==> src/rtl/scan_pkg.sv <==
package scan_pkg;
  // number of bus-wide bytes needed to cover a chain of cw bits
  function automatic int unsigned byte_count(input int unsigned cw, input int unsigned dw);
    return (cw + dw - 1) / dw;
  endfunction

  // pointer width for n bytes (at least one bit)
  function automatic int unsigned ptr_width(input int unsigned n);
    return (n > 1) ? $clog2(n) : 1;
  endfunction
endpackage

==> src/rtl/scan_ptr.sv <==
module scan_ptr #(
  parameter int unsigned NB = 28,
  parameter int unsigned PW = 5
) (
  input  logic          clk,
  input  logic          rst_n,
  input  logic          clear,
  input  logic          step,
  output logic [PW-1:0] ptr,
  output logic          fresh,
  output logic          at_last
);
  assign at_last = (ptr == PW'(NB - 1));

  always_ff @(posedge clk or negedge rst_n) begin
    if (!rst_n) begin
      ptr   <= '0;
      fresh <= 1'b1;
    end else if (clear) begin
      ptr   <= '0;
      fresh <= 1'b1;
    end else if (step) begin
      if (at_last) begin
        ptr   <= '0;
        fresh <= 1'b1;
      end else begin
        ptr   <= ptr + 1'b1;
        fresh <= 1'b0;
      end
    end
  end
endmodule

==> src/rtl/scan_snap.sv <==
module scan_snap #(
  parameter int unsigned CW = 218
) (
  input  logic          clk,
  input  logic          rst_n,
  input  logic          capture,
  input  logic [CW-1:0] live,
  output logic [CW-1:0] held
);
  always_ff @(posedge clk or negedge rst_n) begin
    if (!rst_n)       held <= '0;
    else if (capture) held <= live;
  end
endmodule

==> src/rtl/scan_asm.sv <==
module scan_asm #(
  parameter int unsigned CW = 218,
  parameter int unsigned DW = 8,
  parameter int unsigned NB = 28,
  parameter int unsigned PW = 5
) (
  input  logic          clk,
  input  logic          rst_n,
  input  logic          wr_en,
  input  logic          at_last,
  input  logic [PW-1:0] ptr,
  input  logic [DW-1:0] wdata,
  output logic [CW-1:0] image,
  output logic          load
);
  for (genvar k = 0; k < NB; k++) begin : g_seg
    localparam int unsigned LO = k * DW;
    localparam int unsigned SW = ((CW - LO) < DW) ? (CW - LO) : DW;
    logic [SW-1:0] seg;
    always_ff @(posedge clk or negedge rst_n) begin
      if (!rst_n)                          seg <= '0;
      else if (wr_en && ptr == PW'(k))     seg <= wdata[SW-1:0];
    end
    assign image[LO +: SW] = seg;
  end

  always_ff @(posedge clk or negedge rst_n) begin
    if (!rst_n) load <= 1'b0;
    else        load <= wr_en && at_last;
  end
endmodule

==> src/rtl/scan_port.sv <==
module scan_port #(
  parameter int unsigned CHAIN_W  = 218,
  parameter int unsigned DW       = 8,
  parameter logic [7:0]  IDX_SCAN = 8'hF1,
  parameter logic [7:0]  IDX_FLAG = 8'hF8
) (
  input  logic               clk,
  input  logic               rst_n,
  input  logic               eng_rst,
  input  logic               bus_port,
  input  logic               bus_rd,
  input  logic               bus_wr,
  input  logic [DW-1:0]      bus_wdata,
  output logic [DW-1:0]      bus_rdata,
  input  logic [CHAIN_W-1:0] state_in,
  input  logic               eng_irq,
  output logic [CHAIN_W-1:0] restore_out,
  output logic               restore_load
);
  import scan_pkg::*;

  localparam int unsigned NB   = byte_count(CHAIN_W, DW);
  localparam int unsigned PW   = ptr_width(NB);
  localparam int unsigned PADW = NB * DW;

  logic [DW-1:0]      idx_q;
  logic [PW-1:0]      ptr_q;
  logic               fresh, at_last;
  logic [CHAIN_W-1:0] snap_q, src;
  logic [PADW-1:0]    padded;
  logic [DW-1:0]      sel_byte, rd_next;
  logic               idx_wr, data_hit, step, clear, wr_en;

  assign idx_wr   = bus_wr && !bus_port;
  assign data_hit = bus_port && (idx_q == DW'(IDX_SCAN));
  assign clear    = eng_rst || idx_wr;
  assign step     = data_hit && (bus_rd || bus_wr);
  assign wr_en    = data_hit && bus_wr && !eng_rst;

  always_ff @(posedge clk or negedge rst_n) begin
    if (!rst_n)      idx_q <= '0;
    else if (idx_wr) idx_q <= bus_wdata;
  end

  scan_ptr #(.NB(NB), .PW(PW)) u_ptr (
    .clk(clk), .rst_n(rst_n), .clear(clear), .step(step),
    .ptr(ptr_q), .fresh(fresh), .at_last(at_last)
  );

  scan_snap #(.CW(CHAIN_W)) u_snap (
    .clk(clk), .rst_n(rst_n), .capture(step && fresh && !clear),
    .live(state_in), .held(snap_q)
  );

  scan_asm #(.CW(CHAIN_W), .DW(DW), .NB(NB), .PW(PW)) u_asm (
    .clk(clk), .rst_n(rst_n), .wr_en(wr_en), .at_last(at_last),
    .ptr(ptr_q), .wdata(bus_wdata), .image(restore_out), .load(restore_load)
  );

  // first access after a clear reads live state, later ones the snapshot
  assign src      = fresh ? state_in : snap_q;
  assign padded   = PADW'(src);
  assign sel_byte = padded[int'(ptr_q) * DW +: DW];

  always_comb begin
    if (!bus_port)                    rd_next = idx_q;
    else if (idx_q == DW'(IDX_SCAN))  rd_next = sel_byte;
    else if (idx_q == DW'(IDX_FLAG))  rd_next = DW'(eng_irq);
    else                              rd_next = '0;
  end

  always_ff @(posedge clk or negedge rst_n) begin
    if (!rst_n)      bus_rdata <= '0;
    else if (bus_rd) bus_rdata <= rd_next;
  end
endmodule

==> config.mk <==
export PLATFORM = sky130hd
export DESIGN_NAME = scan_port
export DESIGN_NICKNAME = d
export VERILOG_FILES = /design/src/rtl/scan_pkg.sv /design/src/rtl/scan_ptr.sv /design/src/rtl/scan_snap.sv /design/src/rtl/scan_asm.sv /design/src/rtl/scan_port.sv
export SDC_FILE = /design/constraint.sdc
export NUM_CORES = 1
export LEC_CHECK = 0
export BUFFER_PORTS_ARGS = -buffer_cell sky130_fd_sc_hd__buf_2
export CAP_MARGIN = 15
export CORE_MARGIN = 2
export CORE_UTILIZATION = 50
export DETAILED_ROUTE_END_ITERATION = 8
export PLACE_DENSITY = 0.84
export SLEW_MARGIN = 25
export SYNTH_ARGS = -nofsm -noshare
export SYNTH_HDL_FRONTEND = slang
export SYNTH_HIERARCHICAL = 1
export SYNTH_SLANG_ARGS = --single-unit
==> constraint.sdc <==
create_clock -name clk -period 3.4 [get_ports clk]
set_clock_uncertainty 0.1 [all_clocks]
set_input_delay 0.34 -clock clk [delete_from_list [all_inputs] [get_ports clk]]
set_output_delay 0.34 -clock clk [all_outputs]
set_load 0.02 [all_outputs]
==> flow_metrics.tcl <==
set metrics [dict create \
    status "finished clean" \
    timing.final.ws_setup_ns 0.265 \
    p_leak_nw 14.5 \
    critPathRequiredTime_ns 3.76 \
    cts_root_buf "clkbuf_16" \
    min-delay-start "eng_rst" \
    clock_sinks 459 \
    synthTopCellsByArea "dfrtp_1 (53%), mux2_2 (18%), mux4_2 (10%)" \
    final_layout_size_suffix_gt1_frac 0.548 \
    hold_path.class "input pin to flip-flop" \
    ir_drop_v 0.000521 \
    finalNonFillerCells 2685 \
    grt_overflow 0 \
    drc_errors 0 \
    placedInstanceArea_mm2 0.0246 \
    critical_path_class "flip-flop to flip-flop" \
    tightestPinTransition_ns 0.868 \
    dpl.hpwl_mm 43.1 \
    worst_setup_path_start_kind "flip-flop" \
    finalHoldViolCount 0 \
    setup_violations 0 \
    r2r_slack_ns 0.26 \
    num_vias 15763 \
    initial_utilization 0.505 \
    rsz0062_at_grt "no" \
    dr.first_iter.drc_count 1479 \
    place_congestion 0.846 \
    finalPower_mw 11.9 \
    finalInstanceArea_mm2 0.0284 \
    min_period_ns 3.14 \
    setup-tns-final_ns 0 \
    ys_types 61 \
    worstSkewPairLatency_ns 0.58 \
    end_kind "flip-flop" \
    nets 2292 \
    clock_path_buffers 3 \
    yosys.area.top_type_share 0.529 \
    critPathMaxFanout 21 \
    post_cts_buffers 0 \
    yosysSeqAreaShare 0.531 \
    final_common_cell "buf_2" \
    path_clk_slew_ns 0.07 \
    syn-instance-count 1388 \
    synth_top_area_cell "dfrtp_1" \
    cts_hold_buf 219 \
    ys_warn_count 6 \
    max_freq_ghz 0.319 \
    die_area_mm2 0.0450 \
    antenna_found_initial 7 \
    slew_viol_final 0 \
    cts_buffers 47 \
    rr_endpoint "bus_rdata[2]" \
    grt_pass1_vias 16769 \
    reg2reg_depth 7 \
    synthFlopType "dfrtp_1" \
    dr.pass1.iters 5 \
    period_share 0.922 \
    vias_per_cell 5.87 \
    place_inst 2375 \
    r2r_start "u_ptr/fresh" \
    grt_pass1_wl_mm 103 \
    grt_max_degree 94 \
    area_delta_synth_final_pct 31.1 \
    postSynthAreaPerCell_um2 15.6 \
    mostFrequentLayoutCells "buf_2 (458), dfrtp_1 (454), mux2_2 (343)" \
    multiInputGateArea_mm2 0.00956 \
    die_h_um 212 \
    hold_path_depth 3 \
    io_buffers 459 \
    pre_cts_slack_ns 0.260 \
    wl_mm 69.3 \
    grt_use_total 0.304 \
    core_area_mm2 0.0429 \
    arrival_ns 3.49 \
    register_area_mm2 0.0115 \
    ios 460 \
    ys_async_sr_fraction 1.00 \
    synth_area_mm2 0.0216 \
    synth-edff-count 0 \
    drv_cap 0 \
    num-fill-cells 2766 \
    synth_seq_cells 459 \
    synth_nets 1622 \
    dieWidth_um 212 \
    ant_nets 0 \
    h-tree-depth 2 \
    relSlewSlack 0.407 \
    worstHoldEndpoint "u_ptr/ptr[0]" \
    wl_per_cell_um 25.8 \
    cts.repair.resized 0 \
    p_per_area_mw_per_mm2 419 \
    cts_tree "yes" \
    std_cell_rows 76 \
]
==> registers in the layout, summed over array words and instances, names as in the netlist <==
signal           count
u_ptr/fresh          1
u_snap/held        218
u_asm/g_seg.seg    218
bus_rdata            8
u_ptr/ptr            5
u_asm/load           1
idx_q                8
==> cell type report <==
cell class | count | area share
clock inverter | 16 | 0.00652
sequential | 459 | 0.405
clock buffer | 69 | 0.0494
multi-input combinational | 825 | 0.337
timing repair buffer | 718 | 0.175
inverter | 7 | 0.000925
antenna | 6 | 0.000529
tap | 585 | 0.0258
==> per-layer routing <==
layer	vias to the layer above	track usage	wire, um
met2	886	0.511	34400
met1	8143	0.375	26000
met5	-	0	27
li1	6531	-	-
met4	4	0.128	2990
met3	199	0.0771	5870
==> synth_stat cells, types with 5 or more instances <==
cell and count:
a211oi_1 5, a21oi_1 11, a22oi_1 6, buf_1 6, buf_2 27, buf_4 10
buf_6 5, buf_8 10, clkbuf_1 39, dfrtp_1 458, inv_1 6, mux2_2 343
mux2_4 108, mux2i_1 35, mux4_2 99, nand2_1 35, nand2b_1 10, nand3_1 12
nand4_1 6, nor2_1 18, nor2_2 8, nor2b_1 25, nor3_1 6, nor4_1 7
o21ai_0 18, o22ai_1 8
==> power by group <==
group	internal (mW)	total (mW)	leakage [nW]	switching, mW
clock	3.15	5.37	0.784	2.21
sequential	5.54	5.60	6.37	0.0556
combinational	0.474	0.939	7.30	0.465
total	9.17	11.9	14.5	2.73
==> cell families after synthesis <==
family                   Yosys count  share of synthesized area
multiplexers                     585                      0.372
flip-flops                       459                      0.531
AND/OR/NAND/NOR                  159                     0.0427
buffers and inverters            104                     0.0283
AO/OA/AOI/OAI                     76                     0.0238
XOR/XNOR                           4                    0.00162
adder cells (fa/ha/maj)            1                   0.000578
==> through the flow <==
step | hold WS (ns) | util
after global placement | 0.324 | 0.574
after floorplan | -0.0556 | -
final | 0.0301 | 0.662
after CTS | 0.00969 | 0.662
after global routing | 0.0519 | 0.662
after detailed placement | 0.334 | 0.574
==> worst max-delay path by stage <==
stage	from	endpoint	slack [ns]	depth (start not counted)
3_3_place_gp	u_ptr/fresh	bus_rdata[2]	0.29	7
6_report	u_ptr/fresh	bus_rdata[2]	0.26	7
5_1_grt	u_ptr/fresh	bus_rdata[2]	0.1	7
3_5_place_dp	u_ptr/fresh	bus_rdata[2]	0.26	7
2_1_floorplan	idx_q[6]	u_asm/g_seg[3].seg[2]	0.42	8
4_1_cts	idx_q[6]	u_asm/g_seg[22].seg[4]	0.27	9
==> worst max-delay path, cell delays in order, from the launching register on <==
cell      delay (ns)
dfstp_4         0.88
buf_12          0.26
mux4_2          0.52
mux2i_1         0.32
o22ai_1         0.15
nor4_1          0.51
buf_4           0.21
a211oi_1        0.06
Note: power is estimated with default switching activity, not from simulation.
